**src/rtl/pfi_pkg.sv**
```systemverilog
package pfi_pkg;

    // Number of register stages from input window to output sample.
    localparam int unsigned PIPE_DEPTH = 3;

    // Round a fixed-point value with `sh` fraction bits to the nearest integer
    // (ties toward +inf), then clamp it to a signed range of `dw` bits.
    function automatic logic signed [63:0] round_clamp(
        input logic signed [63:0] v,
        input int unsigned        sh,
        input int unsigned        dw
    );
        logic signed [63:0] r;
        logic signed [63:0] top;
        logic signed [63:0] bot;
        r   = (v + (64'sd1 <<< (sh - 1))) >>> sh;
        top = (64'sd1 <<< (dw - 1)) - 64'sd1;
        bot = -(64'sd1 <<< (dw - 1));
        if (r > top) begin
            r = top;
        end else if (r < bot) begin
            r = bot;
        end
        return r;
    endfunction

endpackage

```
**src/rtl/pfi_branch_sum.sv**
```systemverilog
// Squared and linear Farrow branches, each carried with one fraction bit so
// that every halving weight is exact. Only shifts and adds are used.
module pfi_branch_sum #(
    parameter int DW = 8,
    parameter int BW = DW + 3
) (
    input  logic signed [DW-1:0] xm2,
    input  logic signed [DW-1:0] xm1,
    input  logic signed [DW-1:0] x0,
    input  logic signed [DW-1:0] xp1,
    output logic signed [BW-1:0] sq_br,
    output logic signed [BW-1:0] lin_br
);

    // A sample weighted by 1/2: same bits, read with one fraction bit.
    function automatic logic signed [BW-1:0] halfw(input logic signed [DW-1:0] s);
        return BW'(s);
    endfunction

    // A sample weighted by 1: moved up past the fraction bit.
    function automatic logic signed [BW-1:0] wholew(input logic signed [DW-1:0] s);
        return BW'(s) <<< 1;
    endfunction

    logic signed [BW-1:0] xm1_3h;

    always_comb begin
        // 3/2 weight made as 1/2 + 1
        xm1_3h = halfw(xm1) + wholew(xm1);
        sq_br  = halfw(xm2) - halfw(xm1) - halfw(x0) + halfw(xp1);
        lin_br = xm1_3h - halfw(xm2) - halfw(x0) - halfw(xp1);
    end

endmodule

```
**src/rtl/pfi_horner_step.sv**
```systemverilog
// One nested step: res = acc * mu + (addend << CSH), exact in OW bits.
module pfi_horner_step #(
    parameter int AW  = 11,
    parameter int MUW = 8,
    parameter int CW  = 11,
    parameter int CSH = 8,
    parameter int OW  = 21
) (
    input  logic signed [AW-1:0]  acc,
    input  logic        [MUW-1:0] mu,
    input  logic signed [CW-1:0]  addend,
    output logic signed [OW-1:0]  res
);

    logic signed [MUW:0]  mu_s;
    logic signed [OW-1:0] prod;
    logic signed [OW-1:0] add_al;

    always_comb begin
        mu_s   = $signed({1'b0, mu});
        prod   = OW'(acc) * OW'(mu_s);
        add_al = OW'(addend) <<< CSH;
        res    = prod + add_al;
    end

endmodule

```
**src/rtl/pfi_round_sat.sv**
```systemverilog
// Drop SH fraction bits with round-half-up, clamp to DW signed bits.
module pfi_round_sat #(
    parameter int IW = 31,
    parameter int SH = 17,
    parameter int DW = 8
) (
    input  logic signed [IW-1:0] v,
    output logic signed [DW-1:0] y
);

    logic signed [63:0] wide;

    always_comb begin
        wide = pfi_pkg::round_clamp(64'(v), SH, DW);
        y    = wide[DW-1:0];
    end

endmodule

```
**src/rtl/pfi_interp.sv**
```systemverilog
module pfi_interp #(
    parameter int DW  = 8,
    parameter int MUW = 8
) (
    input  logic                  clk,
    input  logic                  rst,
    input  logic                  in_valid,
    input  logic        [MUW-1:0] in_mu,
    input  logic signed [DW-1:0]  in_xm2,
    input  logic signed [DW-1:0]  in_xm1,
    input  logic signed [DW-1:0]  in_x0,
    input  logic signed [DW-1:0]  in_xp1,
    output logic                  out_valid,
    output logic signed [DW-1:0]  out_sample
);

    // Branch width: sample, growth of the 3x / 4x sums, one fraction bit.
    localparam int BW  = DW + 3;
    // First Horner result: BW * (MUW+1 signed) plus the aligned addend.
    localparam int TW  = BW + MUW + 2;
    // Second Horner result, 2*MUW+1 fraction bits.
    localparam int PW  = TW + MUW + 2;
    localparam int RSH = 2 * MUW + 1;

    typedef struct packed {
        logic                  vld;
        logic        [MUW-1:0] mu;
        logic signed [DW-1:0]  base;
        logic signed [BW-1:0]  sq;
        logic signed [BW-1:0]  lin;
    } brs_t;

    typedef struct packed {
        logic                  vld;
        logic        [MUW-1:0] mu;
        logic signed [DW-1:0]  base;
        logic signed [TW-1:0]  acc;
    } hrn_t;

    brs_t st1;
    hrn_t st2;

    logic signed [BW-1:0] sq_c;
    logic signed [BW-1:0] lin_c;
    logic signed [TW-1:0] acc1_c;
    logic signed [PW-1:0] acc2_c;
    logic signed [DW-1:0] y_c;

    // Stage 1: shift-add branch sums
    pfi_branch_sum #(.DW(DW), .BW(BW)) u_branch (
        .xm2   (in_xm2),
        .xm1   (in_xm1),
        .x0    (in_x0),
        .xp1   (in_xp1),
        .sq_br (sq_c),
        .lin_br(lin_c)
    );

    always_ff @(posedge clk) begin
        if (rst) begin
            st1 <= '0;
        end else begin
            st1.vld  <= in_valid;
            st1.mu   <= in_mu;
            st1.base <= in_x0;
            st1.sq   <= sq_c;
            st1.lin  <= lin_c;
        end
    end

    // Stage 2: sq * mu + lin, aligned to 1 + MUW fraction bits
    pfi_horner_step #(
        .AW(BW), .MUW(MUW), .CW(BW), .CSH(MUW), .OW(TW)
    ) u_step_a (
        .acc   (st1.sq),
        .mu    (st1.mu),
        .addend(st1.lin),
        .res   (acc1_c)
    );

    always_ff @(posedge clk) begin
        if (rst) begin
            st2 <= '0;
        end else begin
            st2.vld  <= st1.vld;
            st2.mu   <= st1.mu;
            st2.base <= st1.base;
            st2.acc  <= acc1_c;
        end
    end

    // Stage 3: acc * mu + base, aligned to 1 + 2*MUW fraction bits
    pfi_horner_step #(
        .AW(TW), .MUW(MUW), .CW(DW), .CSH(RSH), .OW(PW)
    ) u_step_b (
        .acc   (st2.acc),
        .mu    (st2.mu),
        .addend(st2.base),
        .res   (acc2_c)
    );

    pfi_round_sat #(.IW(PW), .SH(RSH), .DW(DW)) u_round (
        .v(acc2_c),
        .y(y_c)
    );

    always_ff @(posedge clk) begin
        if (rst) begin
            out_valid  <= 1'b0;
            out_sample <= '0;
        end else begin
            out_valid  <= st2.vld;
            out_sample <= y_c;
        end
    end

endmodule

```
**config.mk**
```make
export PLATFORM = sky130hd
export DESIGN_NAME = pfi_interp
export DESIGN_NICKNAME = d
export VERILOG_FILES = /design/src/rtl/pfi_pkg.sv /design/src/rtl/pfi_branch_sum.sv /design/src/rtl/pfi_horner_step.sv /design/src/rtl/pfi_round_sat.sv /design/src/rtl/pfi_interp.sv
export SDC_FILE = /design/constraint.sdc
export NUM_CORES = 1
export LEC_CHECK = 0
export ABC_CLOCK_PERIOD_IN_PS = 8910
export BUFFER_PORTS_ARGS = -buffer_cell sky130_fd_sc_hd__buf_2
export CAP_MARGIN = 30
export CORE_MARGIN = 4
export CORE_UTILIZATION = 35
export CTS_CLUSTER_SIZE = 12
export DETAILED_ROUTE_END_ITERATION = 8
export GPL_TIMING_DRIVEN = 0
export HOLD_SLACK_MARGIN = 0.03
export SLEW_MARGIN = 20
export SYNTH_ARGS = -nofsm -noshare
export SYNTH_HDL_FRONTEND = slang
export SYNTH_SLANG_ARGS = --single-unit
```
**constraint.sdc**
```tcl
create_clock -name clk -period 8.91 [get_ports clk]
set_clock_uncertainty 0.2 [all_clocks]
set_input_delay 1.782 -clock clk [delete_from_list [all_inputs] [get_ports clk]]
set_output_delay 1.782 -clock clk [all_outputs]
set_load 0.02 [all_outputs]
```
---- Yosys cells after proc, flatten, opt, wreduce, memory -nomap -nowiden ----
Cells that the tools add are included.
W data, S select, Z words.
operators by class
  $add $sub $neg .......................... 10
  multiply operators ...................... 2
  $lt $le $gt $ge ......................... 2
  mux-type cells .......................... 2
  reduce and logical (&&, ||, !) cells .... 1
operators by type and width
  cell                      count
  $add A31 B18 Y32 const B  1
  $add A30 B25 Y31          1
  $mul A21 B9 Y30           1
  $sub A11 B8 Y11           2
  $add A20 B19 Y21          1
  $mul A11 B9 Y20           1
  $gt A15 B8 Y1 const B     1
  $lt A15 B8 Y1 const B     1
  $add A11 B8 Y11           1
  $sub A10 B8 Y11           1
  $add A8 B9 Y10            1
  $sub A9 B8 Y10            1
  $sub A8 B8 Y9             1
  $mux W8                   1
  $mux W7                   1
  $reduce_or A2 Y1          1
storage, ports and cells
  register bits after elaboration ......... 86
  bits of input ports ..................... 43
  output and inout port bits .............. 9
  logic and storage cells ................. 29

---- Longest topological paths before layout ----
Gate-level depths: netlist (run 1).
  depth in word-level cells ............... 6
  mapped depth ............................ 22
  mapped depth without buffers ............ 21

---- By module ----
From an unflattened synthesis (run 1), not the netlist that was laid out.
second synthesis, totals
  cells, all modules ...................... 1650
  area total of the unflattened synthesis .. 14975.6 um2
modules (own cells, without submodules)
  module                      instances  cells an instance  area each (um2)  seq. area each (um2)
  pfi_horner_step (u_step_b)  1          745                6501.2           0.0
  pfi_horner_step (u_step_a)  1          438                3771.1           0.0
  pfi_interp                  1          181                2332.2           1721.7
  pfi_branch_sum              1          228                1981.9           0.0
  pfi_round_sat               1          58                 389.1            0.0

---- Worst setup path before layout (run 1) ----
No wires, ideal clock.
  path kind ............................... reg2reg
  start point ............................. reg, netlist name st2[30]
  end point ............................... reg out_sample[0]
  library setup time ...................... 0.134 ns
  arrival ................................. 5.769 ns
  data required time ...................... 8.576 ns
  slack ................................... 2.808 ns
  cell stages (with the launch flop) ...... 23
  path buffers ............................ 2
  clock period less this slack ............ 6.102 ns
  cells stage by stage .................... dfxtp_1 -> clkbuf_1 -> nand2_1 -> fa_1 -> inv_1 -> fa_1 -> inv_1 -> fa_1 -> inv_1 -> fa_1 -> inv_1 -> fa_1 -> inv_1 -> ha_1 -> clkbuf_1 -> nand3_1 -> nor2_1 -> nand2_1 -> nor4_1 -> a2111oi_2 -> mux2i_2 -> o41a_4 -> o22ai_1
on the way
  longest elaborated chain between the ends .. 6
  elaborated cells between the ends (all ways) .. 7
  classes of those cells .................. add/sub: 2; mul: 1; order compare: 2; mux: 2
RTL lines
  item                  line                   source
  $mul A21 B9 Y30 (*)   pfi_horner_step.sv:21  prod = OW'(acc) * OW'(mu_s);
  $add A30 B25 Y31 (*)  pfi_horner_step.sv:23  res = prod + add_al;
  $add A31 B18 Y32 (*)  pfi_pkg.sv:16          r = (v + (64'sd1 <<< (sh - 1))) >>> sh;
  $lt A15 B8 Y1         pfi_pkg.sv:21          end else if (r < bot) begin
  $mux W8               pfi_pkg.sv:21
  $mux W7 (*)           pfi_pkg.sv:19          if (r > top) begin
  to (signal assigned)  pfi_interp.sv:113      out_sample <= y_c;
  to (decl)             pfi_interp.sv:14       output logic signed [DW-1:0] out_sample
Every way passes the cells marked *; elsewhere a longest branch is shown, timed or not.
A chain may end at the register's enable or synchronous reset.

---- Worst setup path in the final report (run 1) ----
  start point ............................. reg, netlist name st2[30]
  end point ............................... reg out_sample[2]
on the way
  longest elaborated chain between the ends .. 6
  elaborated cells between the ends (all ways) .. 7
  classes of those cells .................. add/sub: 2; mul: 1; order compare: 2; mux: 2
RTL lines
  item                  line
  $mul A21 B9 Y30 (*)   pfi_horner_step.sv:21
  $add A30 B25 Y31 (*)  pfi_horner_step.sv:23
  $add A31 B18 Y32 (*)  pfi_pkg.sv:16
  $lt A15 B8 Y1         pfi_pkg.sv:21
  $mux W8               pfi_pkg.sv:21
  $mux W7 (*)           pfi_pkg.sv:19
Marked as above.

==> run_results.csv, run 1 <==
group,metric,value,unit
run_status,status,"complete, no violations",
logic_synthesis,synth_top_area_share,38.41,%
placement,dp.final_hpwl,26910,µm
power_and_ir_drop,p_total,0.003071,W
critical_path,path_class,"flop to flop",
floorplanning,initial_core_util,35.81,%
clock_tree,post_cts_resized,0,
logic_synthesis,synth_top_cell_by_area,"fa_1",
drt,wl_met1,14230,µm
drt,num_vias,9877,
logic_synthesis,synth_common_cells,"inv_1, fa_1, ha_1",
job,maxCapViolations,0,
logic_synthesis,yosys_most_used_dff,"dfxtp_1",
logic_synthesis,async_flop_share,0,%
drt,dr_wl_met3,1203,µm
finish,drive_gt1_share,5.118,%
timing,holdWs,0.2359,ns
global_routing,grt_pass1_wl,51940,µm
global_routing,grtUsageTotal,14.72,%
clock_tree,ctsRootBufferMaster,"clkbuf_16",
floorplanning,rows,72,
drt,vias_per_cell,4.746,
drt,postRouteAntennaNets,0,
finish,antenna_cells,0,
logic_synthesis,yosysMostFrequentCell,"inv_1",
timing,post-route-period-util,78.84,%
clock_tree,cts_tree,"yes",
timing,setup_viol,0,
timing,layout_setup_ws,1.885,ns
logic_synthesis,synth-seq-cells,86,
critical_path,required,8.92,ns
logic_synthesis,syn_area,0.01397,mm²
drt,top_layer,"met5",
timing,hold_viol_final,0,
logic_synthesis,netlist_instances,1496,
timing,slew_headroom,44.21,%
logic_synthesis,synth-edff-count,0,
logic_synthesis,synth_area_leaders,"fa_1, ha_1, dfxtp_1",
critical_path,critPathLaunchType,"flop",
clock_tree,cts_buffers,9,
placement,gp_congestion,0.8825,
finish,utilization,38.89,%
floorplanning,io_pins,52,
finish,final_nets,2015,
critical_path,critPathArrivalTime,7.04,ns
clock_tree,clk_latency,0.36,ns
clock_tree,clock_sinks,86,
timing,worst_slew_pin_slew,0.8369,ns
floorplanning,die_area,0.04317,mm²
clock_tree,clkTransAtPathRegs,0.07,ns
logic_synthesis,ys_warn_count,0,
floorplanning,die_x,207.8,µm
hold_path,hp-class,"flop to flop",
timing,timing.fmax,0.1424,GHz
logic_synthesis,syn_area_per_cell,9.337,µm²
finish,fill_cells,3903,
power_and_ir_drop,leakage,7.885,nW
timing,drv_slew,0,
global_routing,grt_pass1_vias,10213,
clock_tree,cts_setup_buffers,0,
finish,multi_input_area,0.01087,mm²
drt,routed_wl,30970,µm
logic_synthesis,synth_cell_types,60,
finish,register_area,0.001722,mm²
drt,drt-pass1-iter-count,5,
drt,wl_per_cell,14.88,µm
clock_tree,ctsHoldBuffers,0,
timing,rsz0062_at_grt,"false",
timing,min_period,7.025,ns
global_routing,grt_overflow_total,0,
power_and_ir_drop,p_per_area,202.5,mW/mm²
clock_tree,clockBufferDepth,2,
floorplanning,fp.coreArea,0.03901,mm²
global_routing,grt_max_degree,19,
power_and_ir_drop,irDropWorstVdd,140.4,µV
global_routing,antenna_found_initial,1,
logic_synthesis,syn_nets,1953,
drt,wl_met2,14920,µm
drt,drc,0,
floorplanning,die_y,207.8,µm
finish,area_growth,8.590,%
placement,dp_slack,1.923,ns
timing,setup_tns,0,ns
clock_tree,cts.htree.levels,3,
critical_path,critPathCaptureType,"flop",
logic_synthesis,yosysSeqAreaShare,12.33,%
drt,drtIter0Drc,309,
placement,port_buffers,51,
critical_path,crit_fanout,10,
[metal layers]
metal,global-route usage [%],vias up
met2,24.25,169
li1,-,4667
met1,20.82,5002
met4,3.805,2
met5,0,-
met3,1.602,37
[stage by stage]
| stage | instances | cell area, µm² |
|---|---|---|
| floorplan | 1496 | 13970 |
| global placement | 2065 | 14870 |
| detailed placement | 2065 | 14870 |
| CTS | 2081 | 15170 |
| global route | 2081 | 15170 |
| finish | 2081 | 15170 |
[state kept, by name, summed over array words and instances (netlist names)]
register    cells
st2            38
out_sample      8
out_valid       1
st1            39
[layout make-up]
| class | instances | area share, % |
|---|---|---|
| Tap cell | 518 | 4.273 |
| Inverter | 326 | 8.067 |
| Buffer | 40 | 0.9899 |
| Timing Repair Buffer | 51 | 1.683 |
| Clock buffer | 9 | 1.485 |
| Clock inverter | 7 | 0.4702 |
| Sequential cell | 86 | 11.35 |
| Multi-Input combinational cell | 1044 | 71.68 |
[path summary, 6_finish.rpt]
kind,from,to,cells past startpoint,slack [ns]
max,st2[30],out_sample[2],22,1.89
min,st1[23],st2[22],1,0.24
max reg2reg,st2[30],out_sample[2],22,1.89
min reg2reg,st1[23],st2[22],1,0.24
[where the power goes]
group / internal (W) / leakage (nW) / switching, W
clock: 0.000200 / 0.148 / 0.000189
sequential: 0.000488 / 0.714 / 0.000153
combinational: 0.000882 / 7.02 / 0.00116
total: 0.00157 / 7.88 / 0.00150
[placed cells by master (no fill, tap or decap), types with 10 or more instances in the layout]
| cell type | synthesis | final |
|---|---|---|
| a21o_1 | 14 | 14 |
| a21oi_1 | 36 | 36 |
| and2_1 | 132 | 132 |
| buf_2 | 0 | 51 |
| clkbuf_1 | 38 | 38 |
| dfxtp_1 | 86 | 86 |
| fa_1 | 268 | 268 |
| ha_1 | 146 | 146 |
| inv_1 | 326 | 326 |
| nand2_1 | 140 | 140 |
| nand3_1 | 12 | 12 |
| nor2_1 | 64 | 64 |
| nor2b_1 | 47 | 47 |
| nor3_1 | 13 | 13 |
| o21ai_0 | 13 | 13 |
| o21ai_1 | 10 | 10 |
| o21bai_1 | 11 | 11 |
| xnor2_1 | 41 | 41 |
| xor2_1 | 10 | 10 |
[cells by family (layout without fill, tap and decap cells)]
logic type	Yosys count	after routing	synth area share [%]
AOI/OAI and AO/OA	133	133	6.378
muxes	4	4	0.3403
buffers and inverters	366	433	9.835
xor gates and xnor gates	51	51	3.198
and+or+nand+nor	442	442	16.44
DFF	86	86	12.33
adders and majority gates	414	414	51.49
[worst max-delay path: stages, from the launching register on]
cell and delay [ns]:
dfxtp_1 0.39, clkbuf_1 0.56, nand2_1 0.21, fa_1 0.61
inv_1 0.16, fa_1 0.62, inv_1 0.12, fa_1 0.54
inv_1 0.05, fa_1 0.52, inv_1 0.05, fa_1 0.50
inv_1 0.04, ha_1 0.28, clkbuf_1 0.20, nand3_1 0.19
nor2_1 0.09, nand2_1 0.08, nor4_1 0.06, a2111oi_2 0.51
mux2i_2 0.50, o41a_4 0.29, o22ai_1 0.11
Note: power is estimated with default switching activity, not from simulation.
==> inputs of run 2 (changes only) <==
--- a/config.mk
+++ b/config.mk
@@ -5,7 +5,7 @@
 export SDC_FILE = /design/constraint.sdc
 export NUM_CORES = 1
 export LEC_CHECK = 0
-export ABC_CLOCK_PERIOD_IN_PS = 8910
+export ABC_CLOCK_PERIOD_IN_PS = 7200
 export BUFFER_PORTS_ARGS = -buffer_cell sky130_fd_sc_hd__buf_2
 export CAP_MARGIN = 30
 export CORE_MARGIN = 4
==> constraint.sdc (replaced) <==
create_clock -name clk -period 7.2 [get_ports clk]
set_clock_uncertainty 0.2 [all_clocks]
set_input_delay 1.44 -clock clk [delete_from_list [all_inputs] [get_ports clk]]
set_output_delay 1.44 -clock clk [all_outputs]
set_load 0.02 [all_outputs]
==> run 2 against run 1 <==
  * Worst setup slack worse by 1.5 ns
  * Critical path depth is 3 lower
  * Register-to-register slack worse by 1.5 ns
  * Maximum frequency is 3.7% higher
  * Combinational power is 24% higher
  * Sequential cell count stayed put
  * Final area hardly changed
  * Power is 24% higher
  * Utilization hardly changed
  * Sequential share of layout area hardly changed
  * Via count is 0.13% lower
  * Wire length hardly changed
  * Highest routed layer unchanged
==> run_results.csv, run 2 (synthesized netlist as in run 1, its figures left out) <==
group,metric,value,unit
finish,drive_gt1_share,5.310,%
floorplanning,die_x,207.8,µm
hold_path,worstHoldPathCells,1,
timing,worst_slew_pin_slew,0.8368,ns
clock_tree,clkTransAtPathRegs,0.07,ns
drt,drt-pass1-iter-count,4,
critical_path,critPathMaxStageDelay,0.56,ns
clock_tree,cts.htree.levels,3,
clock_tree,clock_sinks,86,
finish,multi_input_area,0.01087,mm²
critical_path,required,7.21,ns
job,maxCapViolations,0,
timing,post-route-period-util,94.09,%
drt,postRouteAntennaNets,0,
clock_tree,post_cts_resized,0,
critical_path,critPathArrivalTime,6.79,ns
power_and_ir_drop,p_per_area,250.5,mW/mm²
placement,port_buffers,51,
critical_path,critPathCaptureType,"flop",
global_routing,grt_overflow_total,0,
drt,dr_wl_met3,1229,µm
finish,area_growth,8.617,%
drt,wl_met1,14180,µm
critical_path,critPathBufInv,5,
clock_tree,clk_latency,0.36,ns
power_and_ir_drop,swShare,48.88,%
clock_tree,cts_buffers,9,
floorplanning,io_pins,52,
global_routing,grtUsageTotal,14.72,%
timing,setup_tns,0,ns
power_and_ir_drop,irDropWorstVdd,173.7,µV
floorplanning,initial_core_util,35.81,%
timing,slew_headroom,44.21,%
timing,setup_viol,0,
finish,fill_cells,3903,
critical_path,path_class,"flop to flop",
drt,drtIter0Drc,307,
drt,top_layer,"met5",
power_and_ir_drop,p_seq_share,20.9,%
global_routing,antenna_found_initial,1,
clock_tree,ctsHoldBuffers,0,
placement,dp.final_hpwl,26910,µm
critical_path,r2r_start,"st2[32]",
placement,gp_congestion,0.8825,
clock_tree,cts_setup_buffers,0,
placement,place_area,0.01487,mm²
power_and_ir_drop,internal-power,0.001943,W
clock_tree,ctsRootBufferMaster,"clkbuf_16",
critical_path,critical_path.top_delay_family,"adder cells",
global_routing,grt_pass1_wl,51940,µm
timing,timing.fmax,0.1476,GHz
finish,max_flop_register,"st1",
power_and_ir_drop,p_clk_share,12.7,%
power_and_ir_drop,leakage,7.895,nW
critical_path,path_common_cell,"fa_1",
critical_path,path_cells,"clkbuf_1 -> nand2_1 -> fa_1 -> inv_1 -> fa_1 -> fa_1 -> fa_1 -> inv_1 -> fa_1 -> inv_1 -> ha_1 -> clkbuf_1 -> a211o_1 -> o2111ai_1 -> a31oi_1 -> a2111oi_2 -> mux2i_2 -> o41a_4 -> o22ai_1",
finish,mostFrequentLayoutCell,"inv_1",
timing,drv_slew,0,
global_routing,grt_max_degree,19,
critical_path,r2r_end,"out_sample[2]",
floorplanning,die_y,207.8,µm
finish,largest_register_ffs,39,
critical_path,critPathLaunchType,"flop",
finish,layout_common_cells,"inv_1, fa_1, ha_1",
drt,wl_per_cell,14.88,µm
hold_path,hp-class,"flop to flop",
timing,rsz0062_at_grt,"false",
clock_tree,cts_tree,"yes",
power_and_ir_drop,switchingPower,0.001857,W
critical_path,crit_fanout,10,
finish,register_area,0.001722,mm²
global_routing,grt_pass1_vias,10213,
drt,num_vias,9864,
floorplanning,die_area,0.04317,mm²
finish,reg_top3,"st1 x39, st2 x38, out_sample x8",
hold_path,hold_path_end,"st2[22]",
finish,final_nets,2015,
critical_path,crit_path_top_delay_cell,"fa_1",
clock_tree,clockBufferDepth,2,
drt,vias_per_cell,4.740,
floorplanning,rows,72,
timing,hold_viol_final,0,
finish,antenna_cells,0,
timing,min_period,6.775,ns
drt,drc,0,
drt,routed_wl,30970,µm
power_and_ir_drop,p_total,0.003800,W
critical_path,ff2ff_setup_slack,0.43,ns
hold_path,worstHoldStart,"st1[23]",
drt,wl_met2,14940,µm
run_status,status,"complete, no violations",
critical_path,rr_worst_depth,19,
finish,finalInstanceArea,0.01517,mm²
power_and_ir_drop,p_comb_share,66.5,%
floorplanning,fp.coreArea,0.03901,mm²
## run 2: metal layers
| layer | track usage (%) | up-vias |
|---|---|---|
| li1 | - | 4672 |
| met1 | 20.82 | 4986 |
| met2 | 24.25 | 168 |
| met3 | 1.602 | 36 |
| met4 | 3.805 | 2 |
| met5 | 0 | - |
## run 2: how the worst max path moves through the flow
stage,from,end,depth (start not counted)
global route,st2[32],out_sample[1],22
global placement,st2[29],out_sample[2],22
CTS,st2[29],out_sample[1],22
detailed placement,st2[30],out_sample[1],22
floorplan,st2[30],out_sample[0],22
finish,st2[32],out_sample[2],19
## run 2: power groups by stage
stage | clock [W] | combinational (W) | sequential (W)
after floorplan | 0 | 0.00197 | 0.000736
after global placement | 0 | 0.00251 | 0.000806
after detailed placement | 0 | 0.00256 | 0.000806
after CTS | 0.000492 | 0.00257 | 0.000794
after global routing | 0.000514 | 0.00294 | 0.000813
final | 0.000481 | 0.00253 | 0.000793
## run 2: per-stage QoR
stage               hold slack [ns]  cells  utilization, %  setup slack [ns]
floorplan                    0.2138   1496               -             1.098
global placement             0.2225   2065           38.13            0.2760
detailed placement           0.2212   2065           38.13            0.2132
CTS                          0.2374   2081           38.89            0.1710
global route                 0.2519   2081           38.90          0.002088
finish                       0.2358   2081           38.90            0.4254
## run 2: layout make-up
cell class	count	share of cell area [%]
inverter	326	8.065
clock buffer	9	1.484
clock inverter	7	0.4701
tap	518	4.272
timing repair buffer	51	1.682
multi-input combinational	1044	71.66
buffer	40	1.014
sequential	86	11.35
==> inputs of run 3 (changes only) <==
--- a/config.mk
+++ b/config.mk
@@ -14,6 +14,7 @@
 export DETAILED_ROUTE_END_ITERATION = 8
 export GPL_TIMING_DRIVEN = 0
 export HOLD_SLACK_MARGIN = 0.03
+export REMOVE_ABC_BUFFERS = 1
 export SLEW_MARGIN = 20
 export SYNTH_ARGS = -nofsm -noshare
 export SYNTH_HDL_FRONTEND = slang
==> run 3 against run 2 <==
  * Worst setup slack improved by 0.14 ns
  * Sequential share of layout area increased by 0.11 points
  * Non-clock buffer count decreased by 39
  * Utilization decreased by 0.27 points
  * Cell count decreased by 1.9%
  * Combinational power decreased by 4%
  * Maximum frequency increased by 2.2%
  * Worst hold slack about the same
  * Global-route usage decreased by 1.4 points
  * Largest power group unchanged
==> run_results.csv, run 3 (synthesized netlist as in run 1, its figures left out) <==
group,metric,value,unit
power_and_ir_drop,p_per_area,246.0,mW/mm²
power_and_ir_drop,p_total,0.003706,W
floorplanning,initial_core_util,35.81,%
floorplanning,die_y,207.8,µm
critical_path,critPathArrivalTime,6.64,ns
placement,dp.final_hpwl,23560,µm
critical_path,critPathCaptureType,"flop",
finish,final_nets,1976,
finish,max_flop_register,"st1",
critical_path,critPathLaunchType,"flop",
critical_path,required,7.21,ns
timing,timing.fmax,0.1508,GHz
power_and_ir_drop,leakage,7.849,nW
critical_path,rr_worst_depth,18,
clock_tree,clock_sinks,86,
clock_tree,cts_tree,"yes",
timing,rsz0062_at_grt,"false",
timing,post-route-period-util,92.10,%
floorplanning,die_x,207.8,µm
global_routing,grt_overflow_total,0,
timing,min_period,6.631,ns
global_routing,grt_pass1_wl,48830,µm
clock_tree,cts_buffers,9,
floorplanning,die_area,0.04317,mm²
finish,antenna_cells,0,
drt,num_vias,9337,
drt,vias_per_cell,4.575,
floorplanning,rows,72,
power_and_ir_drop,irDropWorstVdd,131.9,µV
power_and_ir_drop,p_seq_share,21.7,%
critical_path,ff2ff_setup_slack,0.57,ns
job,maxCapViolations,0,
critical_path,path_common_cell,"fa_1",
finish,area_growth,7.865,%
global_routing,grt_max_degree,77,
finish,mostFrequentLayoutCell,"inv_1",
clock_tree,clk_latency,0.35,ns
clock_tree,post_cts_resized,1,
placement,port_buffers,51,
power_and_ir_drop,p_comb_share,65.6,%
power_and_ir_drop,swShare,47.18,%
timing,drv_slew,0,
floorplanning,fp.coreArea,0.03901,mm²
hold_path,hold_path_end,"out_valid",
finish,fin_cells,2041,
critical_path,path_class,"flop to flop",
critical_path,r2r_end,"out_sample[5]",
timing,slew_headroom,43.60,%
critical_path,crit_path_top_delay_cell,"dfxtp_1",
power_and_ir_drop,internal-power,0.001958,W
critical_path,path_cells,"and2_1 -> inv_1 -> fa_1 -> inv_1 -> fa_1 -> fa_1 -> fa_1 -> inv_1 -> fa_1 -> inv_1 -> ha_1 -> a211o_1 -> o2111ai_1 -> a31oi_1 -> a2111oi_4 -> mux2i_4 -> o41a_4 -> o22ai_1",
power_and_ir_drop,switchingPower,0.001748,W
power_and_ir_drop,p_clk_share,12.6,%
drt,drtIter0Drc,295,
critical_path,crit_fanout,21,
finish,layout_common_cells,"inv_1, fa_1, ha_1",
drt,postRouteAntennaNets,0,
placement,place_inst,2026,
drt,drt-pass1-iter-count,4,
critical_path,critPathMaxStageDelay,0.87,ns
finish,drive_gt1_share,5.384,%
timing,hold_viol_final,0,
clock_tree,cts_setup_buffers,0,
clock_tree,clkTransAtPathRegs,0.06,ns
timing,worst_slew_pin_slew,0.8448,ns
global_routing,antenna_found_initial,0,
clock_tree,ctsHoldBuffers,0,
clock_tree,ctsRootBufferMaster,"clkbuf_16",
hold_path,worstHoldStart,"st2[37]",
finish,reg_top3,"st1 x39, st2 x38, out_sample x8",
hold_path,hp-class,"flop to flop",
hold_path,worstHoldPathCells,1,
timing,setup_viol,0,
clock_tree,cts.htree.levels,3,
run_status,status,"complete, no violations",
clock_tree,clockBufferDepth,2,
timing,holdWs,0.2356,ns
drt,wl_per_cell,13.46,µm
drt,drc,0,
placement,gp_congestion,0.8244,
global_routing,grt_pass1_vias,10263,
finish,fill_cells,3914,
floorplanning,io_pins,52,
drt,routed_wl,27480,µm
global_routing,grtUsageTotal,13.30,%
critical_path,r2r_start,"st2[33]",
finish,largest_register_ffs,39,
## run 3: cell count changes in the layout (fill, tap and decap cells not counted), moves of 2 or more
| cell | delta |
|---|---|
| inv_8 | -4 |
| dfxtp_1 | -4 |
| clkbuf_1 | -33 |
| buf_1 | -2 |
| clkbuf_2 | -3 |
| dfxtp_2 | +4 |
## run 3: stage by stage
| step | setup TNS [ns] | worst slack [ns] | area, µm² | utilization [%] |
|---|---|---|---|---|
| 6_report | 0 | 0.5686 | 15070 | 38.63 |
| 5_1_grt | 0 | 0.2219 | 15070 | 38.63 |
| 4_1_cts | 0 | 0.03273 | 15040 | 38.56 |
| 3_5_place_dp | -0.1722 | -0.06187 | 14750 | 37.82 |
| 3_3_place_gp | 0 | 0.1138 | 14720 | 37.74 |
| 2_1_floorplan | 0 | 1.058 | 13820 | - |
## run 3: worst max-delay path by stage
stage,start,end,slack [ns],depth (start not counted)
3_5_place_dp,st2[29],out_sample[5],-0.06,19
2_1_floorplan,st2[30],out_sample[0],1.06,19
6_report,st2[33],out_sample[5],0.57,18
3_3_place_gp,st2[29],out_sample[5],0.11,20
4_1_cts,st2[30],out_sample[5],0.03,19
5_1_grt,st2[29],out_sample[5],0.22,19
## run 3: layer usage
layer,vias up,GRT usage [%],wire length (µm)
met4,0,2.673,310
met3,26,1.693,759
met5,-,0,0
met2,118,22.90,13350
met1,4611,18.13,13050
li1,4582,-,-
## run 3: critical path, delay by kind of cell, from the launching register on
family                     cells  cell delay [ns]
adders and majority gates      6             2.94
buffers and inverters          4             0.21
DFF                            1             0.87
AOI/OAI and AO/OA              6             1.54
muxes                          1             0.45
and+or+nand+nor                1             0.28
## run 3: cell type report
cell class | count | area [µm²] | area share, %
multi-input cells | 1044 | 10890 | 72.31
clock inverters | 4 | 56.30 | 0.3737
flip-flops and latches | 86 | 1727 | 11.46
clock buffers | 11 | 232.7 | 1.545
repair buffers | 52 | 285.3 | 1.893
well taps | 518 | 648.1 | 4.302
inverters | 326 | 1224 | 8.122
## run 3: power groups by stage
stage	sequential, W	combinational [W]	clock [W]
after floorplan	0.000747	0.00195	0
after global placement	0.000819	0.00239	0
after detailed placement	0.000816	0.00245	0
after CTS	0.000805	0.00247	0.000486
after global routing	0.000831	0.00285	0.000506
final	0.000805	0.00243	0.000469
